`src/rtl/serial_wr_pkg.sv`:
```
package serial_wr_pkg;
  localparam int unsigned WORD_W   = 24;
  localparam int unsigned NUM_DEST = 2;

  typedef enum logic {
    DEST_CTRL = 1'b0,
    DEST_CAL  = 1'b1
  } dest_e;
endpackage

```
`src/rtl/sw_sync.sv`:
```
module sw_sync #(
  parameter int unsigned        W       = 4,
  parameter int unsigned        STAGES  = 2,
  parameter logic [W-1:0]       RST_VAL = '0
) (
  input  logic         clk,
  input  logic         rst_n,
  input  logic [W-1:0] async_i,
  output logic [W-1:0] sync_o
);
  logic [W-1:0] stage_q [STAGES];

  for (genvar s = 0; s < STAGES; s++) begin : g_stage
    always_ff @(posedge clk or negedge rst_n) begin
      if (!rst_n) stage_q[s] <= RST_VAL;
      else if (s == 0) stage_q[s] <= async_i;
      else stage_q[s] <= stage_q[(s == 0) ? 0 : s-1];
    end
  end

  assign sync_o = stage_q[STAGES-1];
endmodule

```
`src/rtl/sw_edge.sv`:
```
module sw_edge (
  input  logic clk,
  input  logic rst_n,
  input  logic level_i,
  output logic rise_o
);
  logic prev_q;

  always_ff @(posedge clk or negedge rst_n) begin
    if (!rst_n) prev_q <= 1'b0;
    else prev_q <= level_i;
  end

  assign rise_o = level_i & ~prev_q;


  rise_single_chk: assert property (@(posedge clk) disable iff (!rst_n)
    rise_o |=> !rise_o);
endmodule

```
`src/rtl/sw_shift_core.sv`:
```
module sw_shift_core
  import serial_wr_pkg::*;
#(
  parameter int unsigned W = WORD_W
) (
  input  logic         clk,
  input  logic         rst_n,
  input  logic         sample_stb_i,
  input  logic         frame_n_i,
  input  logic         data_i,
  input  logic         sel_i,
  input  logic         abort_i,
  output logic         commit_o,
  output logic [W-1:0] word_o,
  output dest_e        dest_o,
  output logic         err_o
);
  localparam int unsigned CNT_W = $clog2(W);
  localparam logic [CNT_W-1:0] LAST = CNT_W'(W-1);

  logic [CNT_W-1:0] cnt_q;
  logic [W-1:0]     sh_q;
  dest_e            dest_q;
  logic             take;
  logic             sel_moved;
  logic [W-1:0]     sh_next;

  assign take      = sample_stb_i & ~frame_n_i;
  assign sel_moved = (cnt_q != '0) && (dest_e'(sel_i) != dest_q);
  assign sh_next   = {sh_q[W-2:0], data_i};

  always_ff @(posedge clk or negedge rst_n) begin
    if (!rst_n) begin
      cnt_q    <= '0;
      sh_q     <= '0;
      dest_q   <= DEST_CTRL;
      commit_o <= 1'b0;
      word_o   <= '0;
      dest_o   <= DEST_CTRL;
      err_o    <= 1'b0;
    end else begin
      commit_o <= 1'b0;
      err_o    <= 1'b0;
      if (abort_i) begin
        cnt_q <= '0;
      end else if (sel_moved) begin
        cnt_q <= '0;
        err_o <= 1'b1;
      end else if (take) begin
        sh_q <= sh_next;
        if (cnt_q == '0) dest_q <= dest_e'(sel_i);
        if (cnt_q == LAST) begin
          cnt_q    <= '0;
          commit_o <= 1'b1;
          word_o   <= sh_next;
          dest_o   <= dest_q;
        end else begin
          cnt_q <= cnt_q + 1'b1;
        end
      end
    end
  end


  cnt_range_chk: assert property (@(posedge clk) disable iff (!rst_n)
    cnt_q <= LAST);

  abort_clear_chk: assert property (@(posedge clk) disable iff (!rst_n)
    abort_i |=> (cnt_q == '0) && !commit_o);

  err_no_commit_chk: assert property (@(posedge clk) disable iff (!rst_n)
    err_o |-> !commit_o && (cnt_q == '0));

  frame_hold_chk: assert property (@(posedge clk) disable iff (!rst_n)
    (frame_n_i && !abort_i && !sel_moved) |=> $stable(cnt_q));
endmodule

```
`src/rtl/sw_reg_bank.sv`:
```
module sw_reg_bank
  import serial_wr_pkg::*;
#(
  parameter int unsigned W = WORD_W,
  parameter int unsigned N = NUM_DEST
) (
  input  logic         clk,
  input  logic         rst_n,
  input  logic         commit_i,
  input  logic [W-1:0] word_i,
  input  dest_e        dest_i,
  input  logic         conv_done_i,
  input  logic         ready_clr_i,
  output logic [W-1:0] bank_o [N],
  output logic         wr_stb_o,
  output dest_e        wr_dest_o,
  output logic         ready_o
);
  for (genvar g = 0; g < N; g++) begin : g_reg
    always_ff @(posedge clk or negedge rst_n) begin
      if (!rst_n) bank_o[g] <= '0;
      else if (commit_i && (int'(dest_i) == g)) bank_o[g] <= word_i;
    end


    reg_write_only_chk: assert property (@(posedge clk) disable iff (!rst_n)
      !$stable(bank_o[g]) |-> wr_stb_o && (int'(wr_dest_o) == g));
  end

  always_ff @(posedge clk or negedge rst_n) begin
    if (!rst_n) begin
      wr_stb_o  <= 1'b0;
      wr_dest_o <= DEST_CTRL;
      ready_o   <= 1'b0;
    end else begin
      wr_stb_o  <= commit_i;
      if (commit_i) wr_dest_o <= dest_i;
      if (conv_done_i) ready_o <= 1'b1;
      else if (ready_clr_i) ready_o <= 1'b0;
    end
  end


  stb_pulse_chk: assert property (@(posedge clk) disable iff (!rst_n)
    wr_stb_o |=> !wr_stb_o);

  ready_hold_chk: assert property (@(posedge clk) disable iff (!rst_n)
    (!conv_done_i && !ready_clr_i) |=> $stable(ready_o));
endmodule

```
`src/rtl/serial_write_rx.sv`:
```
module serial_write_rx
  import serial_wr_pkg::*;
(
  input  logic              clk,
  input  logic              rst_n,
  input  logic              sclk_i,
  input  logic              frame_n_i,
  input  logic              sdata_i,
  input  logic              dest_sel_i,
  input  logic              abort_i,
  input  logic              conv_done_i,
  input  logic              ready_clr_i,
  output logic [WORD_W-1:0] ctrl_word_o,
  output logic [WORD_W-1:0] cal_word_o,
  output logic              wr_stb_o,
  output logic              wr_dest_o,
  output logic              proto_err_o,
  output logic              ready_o
);
  // bit order: {sclk, frame_n, data, sel}
  localparam int unsigned NSYNC = 4;

  logic [NSYNC-1:0]  raw_in, syn;
  logic              sample_stb;
  logic              commit;
  logic [WORD_W-1:0] word;
  dest_e             cdest;
  dest_e             wdest;
  logic [WORD_W-1:0] bank [NUM_DEST];

  assign raw_in = {sclk_i, frame_n_i, sdata_i, dest_sel_i};

  sw_sync #(.W(NSYNC), .STAGES(2), .RST_VAL(4'b0100)) i_sync (
    .clk(clk), .rst_n(rst_n), .async_i(raw_in), .sync_o(syn)
  );

  sw_edge i_edge (
    .clk(clk), .rst_n(rst_n), .level_i(syn[3]), .rise_o(sample_stb)
  );

  sw_shift_core #(.W(WORD_W)) i_core (
    .clk(clk), .rst_n(rst_n), .sample_stb_i(sample_stb),
    .frame_n_i(syn[2]), .data_i(syn[1]), .sel_i(syn[0]),
    .abort_i(abort_i), .commit_o(commit), .word_o(word),
    .dest_o(cdest), .err_o(proto_err_o)
  );

  sw_reg_bank #(.W(WORD_W), .N(NUM_DEST)) i_bank (
    .clk(clk), .rst_n(rst_n), .commit_i(commit), .word_i(word),
    .dest_i(cdest), .conv_done_i(conv_done_i), .ready_clr_i(ready_clr_i),
    .bank_o(bank), .wr_stb_o(wr_stb_o), .wr_dest_o(wdest), .ready_o(ready_o)
  );

  assign ctrl_word_o = bank[DEST_CTRL];
  assign cal_word_o  = bank[DEST_CAL];
  assign wr_dest_o   = wdest;


  err_pulse_chk: assert property (@(posedge clk) disable iff (!rst_n)
    proto_err_o |=> !proto_err_o);
endmodule

```
`config.mk`:
```
export PLATFORM = sky130hd
export DESIGN_NAME = serial_write_rx
export DESIGN_NICKNAME = d
export VERILOG_FILES = /design/src/rtl/serial_wr_pkg.sv /design/src/rtl/sw_sync.sv /design/src/rtl/sw_edge.sv /design/src/rtl/sw_shift_core.sv /design/src/rtl/sw_reg_bank.sv /design/src/rtl/serial_write_rx.sv
export SDC_FILE = /design/constraint.sdc
export NUM_CORES = 1
export LEC_CHECK = 0
export ABC_AREA = 1
export CORE_ASPECT_RATIO = 1.2
export CORE_MARGIN = 3
export CORE_UTILIZATION = 59
export DETAILED_ROUTE_END_ITERATION = 12
export PLACE_DENSITY = 0.85
export SLEW_MARGIN = 20
export SYNTH_ARGS = -nofsm -noshare
export SYNTH_HDL_FRONTEND = slang
export SYNTH_SLANG_ARGS = --single-unit
```
`constraint.sdc`:
```
create_clock -name clk -period 4.4 [get_ports clk]
set_clock_uncertainty 0.1 [all_clocks]
set_input_delay 0.88 -clock clk [delete_from_list [all_inputs] [get_ports clk]]
set_output_delay 0.88 -clock clk [all_outputs]
set_load 0.05 [all_outputs]
```
==> reports/qor.tcl, run 1 <==
set qor(outcome) {completed}
set qor(synthToLayoutAreaGrowth_pct) 25.58
set qor(final.hold.worst_slack_ns) 0.2466
set qor(timing.final.hold_violations) 0
set qor(max_freq_mhz) 356.0
set qor(routabilityCongestion) 0.7349
set qor(use_met3_pct) 8.473
set qor(first_global_vias) 3511
set qor(synth_sequential_area_ratio_pct) 62.66
set qor(synth_fp_nets) 483
set qor(ctsResizeCount) 0
set qor(setup_ws_ns) 1.591
set qor(clock_insertion_delay_worst_skew_ns) 0.51
set qor(grt_start_max_net_pins) 75
set qor(final-setup-viol-count) 0
set qor(final_design_area_no_fill_mm2) 0.005823
set qor(synth.largest_area_cell) {sky130_fd_sc_hd__dfrtp_1}
set qor(synth.distinct_cells) 24
set qor(max_stage_delay_ns) 0.68
set qor(leakagePower_nw) 2.805
set qor(dp_worst_setup_slack_ns) 1.367
set qor(first_iter_violations) 366
set qor(worstPathArrival_ns) 3.11
set qor(met1_usage_pct) 31.66
set qor(clkSinkCount) 116
set qor(antenna_fix_cells) 0
set qor(timing.critical_path.to_type) {register}
set qor(vdd_drop_max_mv) 0.3707
set qor(global_route_wire_length_before_repair_um) 17280
set qor(powerDensity_mw_per_mm2) 457.7
set qor(cts_buffers) 17
set qor(tritoncts) {built}
set qor(timing_max_transition_violations_final) 0
set qor(clk_root_buffer_cell) {sky130_fd_sc_hd__clkbuf_8}
set qor(worst-slew-pin-transition_ns) 0.8917
set qor(wl_per_cell_um) 16.44
set qor(post-dp-hpwl_um) 5793
set qor(timing.critical_path.fanout_max) 44
set qor(syn-instance-count) 472
set qor(postPlaceCellArea_mm2) 0.005180
set qor(crit_type) {reg2reg}
set qor(synthesis.yosys.warnings) 0
set qor(most_common_library_cell_in_the_layout_ignoring_fill_and_taps) {sky130_fd_sc_hd__nand2_1}
set qor(num-nets-final) 536
set qor(final_cell_mix) {sky130_fd_sc_hd__nand2_1, sky130_fd_sc_hd__dfrtp_1, sky130_fd_sc_hd__clkdlybuf4s50_1}
set qor(global_route.usage.met2_pct) 41.20
set qor(share_of_final_layout_standard_cells_stronger_than_drive_strength_1_pct) 8.922
set qor(synth_top_cell_area_share_pct) 61.52
set qor(overflow_left_after_global_routing) 0
set qor(fp-row-count) 34
set qor(fin_setup_tns_ns) 0
set qor(rsz0062_at_grt) {false}
set qor(clock_path_buffers) 2
set qor(initial_standard_cell_utilization_of_the_core_pct) 62.29
set qor(io-pin-count) 61
set qor(ant_nets) 0
set qor(critPathMostFrequentCell) {sky130_fd_sc_hd__inv_1}
set qor(ctsHoldBuffers) 0
set qor(finalCriticalPeriod_ns) 2.809
set qor(timing.slew.headroom_pct) 40.55
set qor(antenna_violations_before_repair) 0
set qor(clk_pin_slew_worst_paths_ns) 0.05
set qor(placement.io_buffers) 60
set qor(worst_ep_required_time_ns) 4.70
set qor(firstDrtPassIters) 5
set qor(grt.total_usage_pct) 25.24
set qor(fin_crit_sh_pct) 63.84
set qor(cts-htree-levels) 4
set qor(crit_path_cell_trace) {inv_1 > ha_1 > inv_1 > nor2_1 > nand2_1 > nand2_2 > nand3_2 > o21ai_0}
set qor(cts.repair_timing.setup_buffer_count) 0
set qor(postSynthAreaPerCell_um2) 9.824
set qor(synth_top_cells_by_area) {sky130_fd_sc_hd__dfrtp_1, sky130_fd_sc_hd__nand2_1, sky130_fd_sc_hd__nand4_1}
set qor(fin_total_pwr_w) 0.002665
set qor(finalWirelength_um) 10320
set qor(via_count) 3660
set qor(holdCritPathClass) {reg2reg}
set qor(timing.critical_path.slowest_stage_cell) {sky130_fd_sc_hd__nand3_2}
set qor(ys_seq_elements) 116
set qor(core_area_mm2) 0.007445
set qor(dieHeight_um) 103.1
set qor(die-area_mm2) 0.008964
set qor(startpoint_type) {register}
set qor(max_cap_violations) 0
set qor(busiest_metal_layer_after_global_routing) {met2}
set qor(synthesized_cell_area_mm2) 0.004637
set qor(viasPerCell) 5.828
set qor(die_w_um) 86.93
set qor(drt_drc_violations_left) 0
state kept, by name (all words and copies together), names as in the netlist:
name and cells:
i_core.commit_o 1, i_edge.prev_q 1, i_sync.sync_o 4, i_bank.bank_o 48, i_bank.wr_dest_o 1, i_core.dest_q 1, i_core.cnt_q 5, i_sync.stage_q 4
i_core.dest_o 1, i_core.err_o 1, i_core.word_o 24, i_bank.ready_o 1, i_bank.wr_stb_o 1, i_core.sh_q 23
path summary, 6_finish.rpt:
check / startpoint / to / slack (ns) / cells after the start
max: i_core.cnt_q[0]$_DFFE_PN0P_ / i_core.cnt_q[0]$_DFFE_PN0P_ / 1.59 / 8
min: i_sync.stage_q[7]$_DFF_PN0_ / i_sync.sync_o[3]$_DFF_PN0_ / 0.25 / 0
max reg2reg: i_core.cnt_q[0]$_DFFE_PN0P_ / i_core.cnt_q[0]$_DFFE_PN0P_ / 1.59 / 8
min reg2reg: i_sync.stage_q[7]$_DFF_PN0_ / i_sync.sync_o[3]$_DFF_PN0_ / 0.25 / 0
max in group asynchronous: rst_n / i_bank.bank_o[36]$_DFFE_PN0P_ / 2.97 / 2
min in group asynchronous: rst_n / i_core.err_o$_DFF_PN0_ / 0.38 / 1
synth_stat cells:
cell type and n:
sky130_fd_sc_hd__clkbuf_1 7, sky130_fd_sc_hd__buf_1 3, sky130_fd_sc_hd__o21bai_1 1, sky130_fd_sc_hd__inv_1 36, sky130_fd_sc_hd__nor2_2 2, sky130_fd_sc_hd__buf_2 11, sky130_fd_sc_hd__inv_2 2, sky130_fd_sc_hd__nand2_1 156
sky130_fd_sc_hd__nor2_1 5, sky130_fd_sc_hd__nand3_4 1, sky130_fd_sc_hd__nand3_1 3, sky130_fd_sc_hd__nand3_2 1, sky130_fd_sc_hd__o21a_1 1, sky130_fd_sc_hd__buf_6 10, sky130_fd_sc_hd__o21ai_0 54, sky130_fd_sc_hd__ha_1 2
sky130_fd_sc_hd__nor2_8 1, sky130_fd_sc_hd__nand2_2 2, sky130_fd_sc_hd__dfstp_2 2, sky130_fd_sc_hd__xnor2_1 1, sky130_fd_sc_hd__nand4_4 1, sky130_fd_sc_hd__nand4_1 55, sky130_fd_sc_hd__dfrtp_1 114, sky130_fd_sc_hd__buf_4 1
layer usage:
metal | up-vias | share of wire, % | routed length [µm]
li1 | 1660 | - | -
met1 | 1788 | 39 | 4033
met2 | 182 | 52 | 5367
met3 | 30 | 7.0 | 719
met4 | 0 | 1.9 | 201
met5 | - | 0 | 0
cell families after synthesis:
group	synth area share, %
compound gates	6.152
xor+xnor	0.1889
fa+ha+maj	0.5396
buf+inv	7.663
flops	62.66
simple gates	22.80
metrics by stage:
step | utilization [%] | std cells
after CTS | 78.22 | 628
after detailed placement | 69.58 | 596
after floorplan | - | 472
after global routing | 78.22 | 628
final | 78.22 | 628
after global placement | 69.58 | 596
where the power goes:
group	switching (W)	total (W)	internal, W
registers	0.0000161	0.00110	0.00109
logic	0.0000604	0.0000798	0.0000194
clock network	0.000461	0.00148	0.00102
total	0.000537	0.00267	0.00213
area by class of cell:
cell class	count	area, µm²
flip-flops and latches	116	2905
fillers	410	1622
multi-input cells	286	1376
repair buffers	66	643.1
clock buffers	23	466.7
clock inverters	9	176.4
inverters	38	142.6
well taps	90	112.6
critical path: cells and delay by family (launching register included):
| kind | cells | cell delay [ns] |
|---|---|---|
| AO/OA/AOI/OAI | 1 | 0.44 |
| flip-flops | 1 | 0.44 |
| AND/OR/NAND/NOR | 4 | 1.41 |
| adder cells (fa/ha/maj) | 1 | 0.15 |
| buffers and inverters | 2 | 0.14 |
No activity file was read; power rests on OpenSTA's default activity.
==> run 2, diff against run 1 <==
- CORE_UTILIZATION: 59 -> 54
- PLACE_DENSITY: 0.85 -> 0.78
- clock period: 4.4 -> 2.7 ns (I/O delays scaled with it)
==> reports/qor.tcl, run 2 (synthesis gave the netlist of run 1 again) <==
set qor(wl_per_cell_um) 13.82
set qor(worstPathBufferInverterCount) 1
set qor(setup_ws_ns) 0.3716
set qor(cts.repair_timing.setup_buffer_count) 0
set qor(die_w_um) 90.59
set qor(dieHeight_um) 107.5
set qor(placement.io_buffers) 60
set qor(die-area_mm2) 0.009739
set qor(worst_ep_required_time_ns) 2.06
set qor(timing.final.hold_violations) 0
set qor(timing.critical_path.fanout_max) 2
set qor(crit_path_start) {i_bank.bank_o[19]$_DFFE_PN0P_}
set qor(worstPathArrival_ns) 1.69
set qor(antenna_fix_cells) 0
set qor(first_iter_violations) 216
set qor(clockPowerShare_pct) 52.5
set qor(crit_path_cell_trace) {clkdlybuf4s50_1}
set qor(overflow_left_after_global_routing) 0
set qor(final_design_area_no_fill_mm2) 0.005822
set qor(power.net_switching_w) 0.0008112
set qor(fp-row-count) 36
set qor(worst-slew-pin-transition_ns) 0.7945
set qor(seqPwrFrac_pct) 44.3
set qor(most_common_library_cell_in_the_layout_ignoring_fill_and_taps) {sky130_fd_sc_hd__nand2_1}
set qor(firstDrtPassIters) 4
set qor(regs_by_ff_count) {i_bank.bank_o (48), i_core.word_o (24), i_core.sh_q (23)}
set qor(finalWirelength_um) 9079
set qor(via_count) 3494
set qor(timing_max_transition_violations_final) 0
set qor(share_of_final_layout_standard_cells_stronger_than_drive_strength_1_pct) 9.024
set qor(num-nets-final) 541
set qor(dr_wl_met3_um) 442
set qor(route.layer.met1.wl_um) 3928
set qor(largest_register) {i_bank.bank_o}
set qor(initial_standard_cell_utilization_of_the_core_pct) 56.25
set qor(timing.critical_path.to_type) {primary output}
set qor(dp_worst_setup_slack_ns) 0.3640
set qor(routed.top_layer) {met4}
set qor(io-pin-count) 61
set qor(timing.slew.headroom_pct) 47.03
set qor(clkSinkCount) 116
set qor(global_route_wire_length_before_repair_um) 15680
set qor(powerDensity_mw_per_mm2) 696.5
set qor(rsz0062_at_grt) {false}
set qor(drt_drc_violations_left) 0
set qor(grt.total_usage_pct) 20.56
set qor(antenna_violations_before_repair) 0
set qor(finalCriticalPeriod_ns) 2.328
set qor(viasPerCell) 5.318
set qor(clock_path_buffers) 2
set qor(routed-wl-met2_um) 4590
set qor(power_switching_share_pct) 20.01
set qor(cts_buffers) 17
set qor(holdCritPathClass) {in2async}
set qor(crit-reg2reg-launch) {i_core.cnt_q[0]$_DFFE_PN0P_}
set qor(family_of_cells_with_the_greatest_summed_delay_on_the_critical_path) {buffers and inverters}
set qor(ctsResizeCount) 0
set qor(clk_root_buffer_cell) {sky130_fd_sc_hd__clkbuf_8}
set qor(largest_register_ffs) 48
set qor(cts-htree-levels) 4
set qor(first_global_vias) 3442
set qor(core_area_mm2) 0.008243
set qor(ant_nets) 0
set qor(postPlaceCellArea_mm2) 0.005248
set qor(internal-power_w) 0.003243
set qor(combPwrFrac_pct) 3.2
set qor(fin_crit_sh_pct) 86.24
set qor(final-setup-viol-count) 0
set qor(routabilityCongestion) 0.7618
set qor(max_freq_mhz) 429.5
set qor(startpoint_type) {register}
set qor(max_stage_delay_ns) 0.82
set qor(vdd_drop_max_mv) 0.5282
set qor(outcome) {completed}
set qor(synthToLayoutAreaGrowth_pct) 25.55
set qor(timing.critical_path.slowest_stage_cell) {sky130_fd_sc_hd__clkdlybuf4s50_1}
set qor(ctsHoldBuffers) 0
set qor(clock_insertion_delay_worst_skew_ns) 0.51
set qor(tritoncts) {built}
set qor(final_cell_mix) {sky130_fd_sc_hd__nand2_1, sky130_fd_sc_hd__dfrtp_1, sky130_fd_sc_hd__clkdlybuf4s50_1}
set qor(grt_start_max_net_pins) 65
set qor(max_cap_violations) 0
set qor(fin_setup_tns_ns) 0
set qor(post-dp-hpwl_um) 5834
set qor(crit_type) {reg2out}
set qor(clk_pin_slew_worst_paths_ns) 0.05
set qor(leakagePower_nw) 2.797
## run 2: cell count changes in the layout (fill, tap and decap cells not counted)
cell / previous run / this run
sky130_fd_sc_hd__clkbuf_8: 4 / 6
sky130_fd_sc_hd__clkinv_2: 2 / 1
sky130_fd_sc_hd__clkinvlp_4: 1 / 0
sky130_fd_sc_hd__buf_4: 7 / 12
sky130_fd_sc_hd__clkinv_4: 1 / 0
sky130_fd_sc_hd__clkbuf_1: 3 / 7
sky130_fd_sc_hd__bufinv_16: 5 / 2
## run 2: area by class of cell
cell class                      instances  area, µm²
Clock buffer                           29      509.2
Clock inverter                          3      65.06
Tap cell                              114      142.6
Timing Repair Buffer                   71      680.7
Inverter                               38      142.6
Sequential cell                       116       2905
Multi-Input combinational cell        286       1376
Fill cell                             604       2421
## run 2: final timing paths
path	to	slack, ns	cells after the start
setup / recovery	cal_word_o[19]	0.37	1
hold / removal	i_edge.prev_q$_DFF_PN0_	0.005	1
setup reg to reg	i_core.cnt_q[3]$_DFFE_PN0P_	0.40	8
hold reg to reg	i_sync.sync_o[1]$_DFF_PN0_	0.25	0
max in group asynchronous	i_bank.bank_o[8]$_DFFE_PN0P_	1.71	2
min in group clk	i_sync.sync_o[1]$_DFF_PN0_	0.25	0
## run 2: worst reg2reg max path: stages, from the launching register on
cell and delay [ns]:
sky130_fd_sc_hd__dfrtp_1 0.42, sky130_fd_sc_hd__inv_1 0.10, sky130_fd_sc_hd__ha_1 0.14, sky130_fd_sc_hd__inv_1 0.04
sky130_fd_sc_hd__nor2_1 0.10, sky130_fd_sc_hd__nand2_1 0.09, sky130_fd_sc_hd__nand2_2 0.31, sky130_fd_sc_hd__nand3_2 0.55
sky130_fd_sc_hd__o21ai_0 0.36
## run 2: power groups by stage
stage / Combinational [W] / Clock (W) / Sequential, W
CTS: 0.000133 / 0.00216 / 0.00180
global placement: 0.000127 / 0 / 0.00182
global route: 0.000150 / 0.00224 / 0.00180
detailed placement: 0.000132 / 0 / 0.00182
floorplan: 0.0000677 / 0 / 0.00182
finish: 0.000130 / 0.00213 / 0.00180
## run 2: metal layers
layer	vias to the layer above	GRT usage [%]
met3	13	6.643
met1	1717	23.60
li1	1666	-
met2	98	35.24
met4	0	9.081
met5	-	0
## run 2: stage by stage
| step | util (%) | hold WS [ns] | power [W] | cells |
|---|---|---|---|---|
| floorplan | - | 0.1444 | 0.001892 | 472 |
| global placement | 63.66 | 0.2326 | 0.001950 | 625 |
| detailed placement | 63.66 | 0.2379 | 0.001957 | 625 |
| CTS | 70.63 | 0.03417 | 0.004090 | 657 |
| global route | 70.63 | 0.06752 | 0.004194 | 657 |
| finish | 70.63 | 0.005277 | 0.004055 | 657 |
==> run 3, diff against run 2 <==
- CORE_UTILIZATION: 54 -> 55
- PLACE_DENSITY: 0.78 -> unset
- PLACE_DENSITY_LB_ADDON: unset -> 0.3
- SETUP_SLACK_MARGIN: unset -> 0.1
- SYNTH_HIERARCHICAL: unset -> 1
==> reports/qor.tcl, run 3 <==
set qor(timing.reg2reg.setup_slack_ns) 0.68
set qor(cts-htree-levels) 4
set qor(clk_pin_slew_worst_paths_ns) 0.05
set qor(powerDensity_mw_per_mm2) 672.1
set qor(initial_standard_cell_utilization_of_the_core_pct) 58.08
set qor(clock_path_buffers) 2
set qor(finalWirelength_um) 9915
set qor(synth_sequential_area_ratio_pct) 60.03
set qor(number_of_enable_type_register_cells_in_the_synthesized_netlist) 0
set qor(ctsResizeCount) 0
set qor(holdCritPathClass) {reg2reg}
set qor(via_count) 3735
set qor(synth_common_cells) {sky130_fd_sc_hd__nand2_1, sky130_fd_sc_hd__dfrtp_1, sky130_fd_sc_hd__nand4_1, sky130_fd_sc_hd__nand3_1, sky130_fd_sc_hd__buf_2}
set qor(worst_hold_path.endpoint) {i_sync/sync_o[3]$_DFF_PN0_}
set qor(worstPathArrival_ns) 1.71
set qor(finish.utilization_pct) 71.44
set qor(first_global_vias) 3662
set qor(timing_max_transition_violations_final) 0
set qor(ys_seq_elements) 116
set qor(io-pin-count) 61
set qor(reg2regPathDepth) 6
set qor(final-setup-viol-count) 0
set qor(clock_insertion_delay_worst_skew_ns) 0.51
set qor(clkSinkCount) 116
set qor(post-dp-hpwl_um) 6419
set qor(finalCriticalPeriod_ns) 2.348
set qor(largest_register_ffs) 48
set qor(vdd_drop_max_mv) 0.4439
set qor(grt_start_max_net_pins) 50
set qor(startpoint_type) {register}
set qor(drt_drc_violations_left) 0
set qor(synthToLayoutAreaGrowth_pct) 23.01
set qor(worstPathBufferInverterCount) 1
set qor(first_iter_violations) 260
set qor(synth_top_cell_area_share_pct) 58.95
set qor(num-nets-final) 566
set qor(timing.critical_path.fanout_max) 2
set qor(max_stage_delay_ns) 0.82
set qor(ant_nets) 0
set qor(largest_register) {i_bank/bank_o}
set qor(die-area_mm2) 0.009965
set qor(rsz0062_at_grt) {false}
set qor(final_cell_mix) {sky130_fd_sc_hd__nand2_1, sky130_fd_sc_hd__dfrtp_1, sky130_fd_sc_hd__clkdlybuf4s50_1}
set qor(worst_ep_required_time_ns) 2.06
set qor(dp_cells) 649
set qor(antenna_violations_before_repair) 0
set qor(firstDrtPassIters) 4
set qor(max_cap_violations) 0
set qor(wl_per_cell_um) 14.56
set qor(synth.largest_area_cell) {sky130_fd_sc_hd__dfrtp_1}
set qor(antenna_fix_cells) 0
set qor(crit_type) {reg2out}
set qor(synth_most_common_cell) {sky130_fd_sc_hd__nand2_1}
set qor(timing.slew.headroom_pct) 48.69
set qor(worst-slew-pin-transition_ns) 0.7696
set qor(holdPathStages) 0
set qor(synth.distinct_cells) 25
set qor(max_freq_mhz) 425.9
set qor(fin_crit_sh_pct) 86.97
set qor(family_of_cells_with_the_greatest_summed_delay_on_the_critical_path) {buffers and inverters}
set qor(regs_by_ff_count) {i_bank/bank_o (48), i_core/word_o (24), i_core/sh_q (23)}
set qor(core_area_mm2) 0.008333
set qor(fin_setup_tns_ns) 0
set qor(final_cells) 681
set qor(die_w_um) 91.63
set qor(postSynthAreaPerCell_um2) 9.583
set qor(crit-reg2reg-launch) {i_core/cnt_q[1]$_DFFE_PN0P_}
set qor(synth_top_cells_by_area) {sky130_fd_sc_hd__dfrtp_1, sky130_fd_sc_hd__nand2_1, sky130_fd_sc_hd__nand4_1}
set qor(regToRegEndpoint) {i_core/word_o[16]$_DFFE_PN0P_}
set qor(synth_fp_nets) 516
set qor(share_of_final_layout_standard_cells_stronger_than_drive_strength_1_pct) 10.23
set qor(synth-async-reset-ratio_pct) 100.0
set qor(fin_total_pwr_w) 0.004001
set qor(global_route_wire_length_before_repair_um) 17330
set qor(timing.critical_path.to_type) {primary output}
set qor(final.fill_count) 616
set qor(leakagePower_nw) 3.106
set qor(viasPerCell) 5.485
set qor(grt.total_usage_pct) 22.15
set qor(placement.io_buffers) 60
set qor(hold_start) {i_sync/stage_q[7]$_DFF_PN0_}
set qor(clk_root_buffer_cell) {sky130_fd_sc_hd__clkbuf_8}
set qor(timing.final.hold_violations) 0
set qor(routabilityCongestion) 0.7756
set qor(fp-row-count) 36
set qor(synthFlopType) {sky130_fd_sc_hd__dfrtp_1}
set qor(timing.critical_path.slowest_stage_cell) {sky130_fd_sc_hd__clkdlybuf4s50_1}
set qor(most_common_library_cell_in_the_layout_ignoring_fill_and_taps) {sky130_fd_sc_hd__nand2_1}
set qor(crit_path_cell_trace) {clkdlybuf4s50_1}
set qor(dieHeight_um) 108.8
set qor(outcome) {completed}
set qor(overflow_left_after_global_routing) 0
set qor(synthesis.yosys.warnings) 6
set qor(synthesized_cell_area_mm2) 0.004840
set qor(cts_buffers) 17
set qor(syn-instance-count) 505
set qor(tritoncts) {built}
## run 3: cell types whose count changed after synthesis, sizes merged
cell,delta
buf,+12
clkbuf,-4
inv,-23
nand2,+48
nand3,+49
nand4,-1
nor2,+1
o21a,-1
o21ai,-48
xnor2,-1
xor2,+1
## run 3: cells by family (layout without fill, tap and decap cells)
group	after synthesis	after routing	share of synthesized area (%)
adder cells (fa/ha/maj)	2	2	0.5170
AND/OR/NAND/NOR	324	324	31.39
flip-flops	116	116	60.03
XOR/XNOR	1	1	0.1810
buffers and inverters	55	117	7.109
AO/OA/AOI/OAI	7	7	0.7757
## run 3: power breakdown
part           internal, W  switching [W]
Clock              0.00135       0.000718
Sequential         0.00177      0.0000269
Combinational    0.0000392      0.0000974
## run 3: worst max path at each step
stage	startpoint	end	cells after the start
2_1_floorplan	i_core/cnt_q[0]$_DFFE_PN0P_	i_core/word_o[14]$_DFFE_PN0P_	7
3_3_place_gp	i_core/cnt_q[1]$_DFFE_PN0P_	i_core/word_o[16]$_DFFE_PN0P_	6
3_5_place_dp	i_core/cnt_q[1]$_DFFE_PN0P_	i_core/word_o[4]$_DFFE_PN0P_	6
4_1_cts	i_bank/bank_o[34]$_DFFE_PN0P_	ctrl_word_o[10]	1
5_1_grt	i_bank/bank_o[34]$_DFFE_PN0P_	ctrl_word_o[10]	1
6_report	i_bank/bank_o[12]$_DFFE_PN0P_	cal_word_o[12]	1
## run 3: per-stage QoR
| step | setup slack [ns] | hold WS [ns] | cell area, µm² |
|---|---|---|---|
| after floorplan | 1.199 | 0.1444 | 4840 |
| after global placement | 0.8421 | 0.2329 | 5385 |
| after detailed placement | 0.7281 | 0.2492 | 5385 |
| after CTS | 0.3230 | 0.2580 | 5953 |
| after global routing | 0.2942 | 0.2629 | 5953 |
| final | 0.3519 | 0.2542 | 5953 |
## run 3: layer usage
metal	wire (µm)	global-route usage, %	part of all wire (%)
met3	559	7.384	5.6
met1	4234	28.11	43
met2	5008	35.56	51
met4	112	8.297	1.1
met5	0	0	0
## run 3: cell type report
type | instances | area [µm²] | area share (%)
flip-flops and latches | 116 | 2905 | 48.80
multi-input cells | 334 | 1590 | 26.71
repair buffers | 71 | 695.7 | 11.69
clock buffers | 22 | 452.9 | 7.608
well taps | 114 | 142.6 | 2.396
clock inverters | 9 | 105.1 | 1.765
inverters | 15 | 61.31 | 1.030
## run 3: repair_timing
item	in CTS	in global routing
endpoints found under the hold margin	18	0
hold buffers	1	0
buffers inserted	0	0
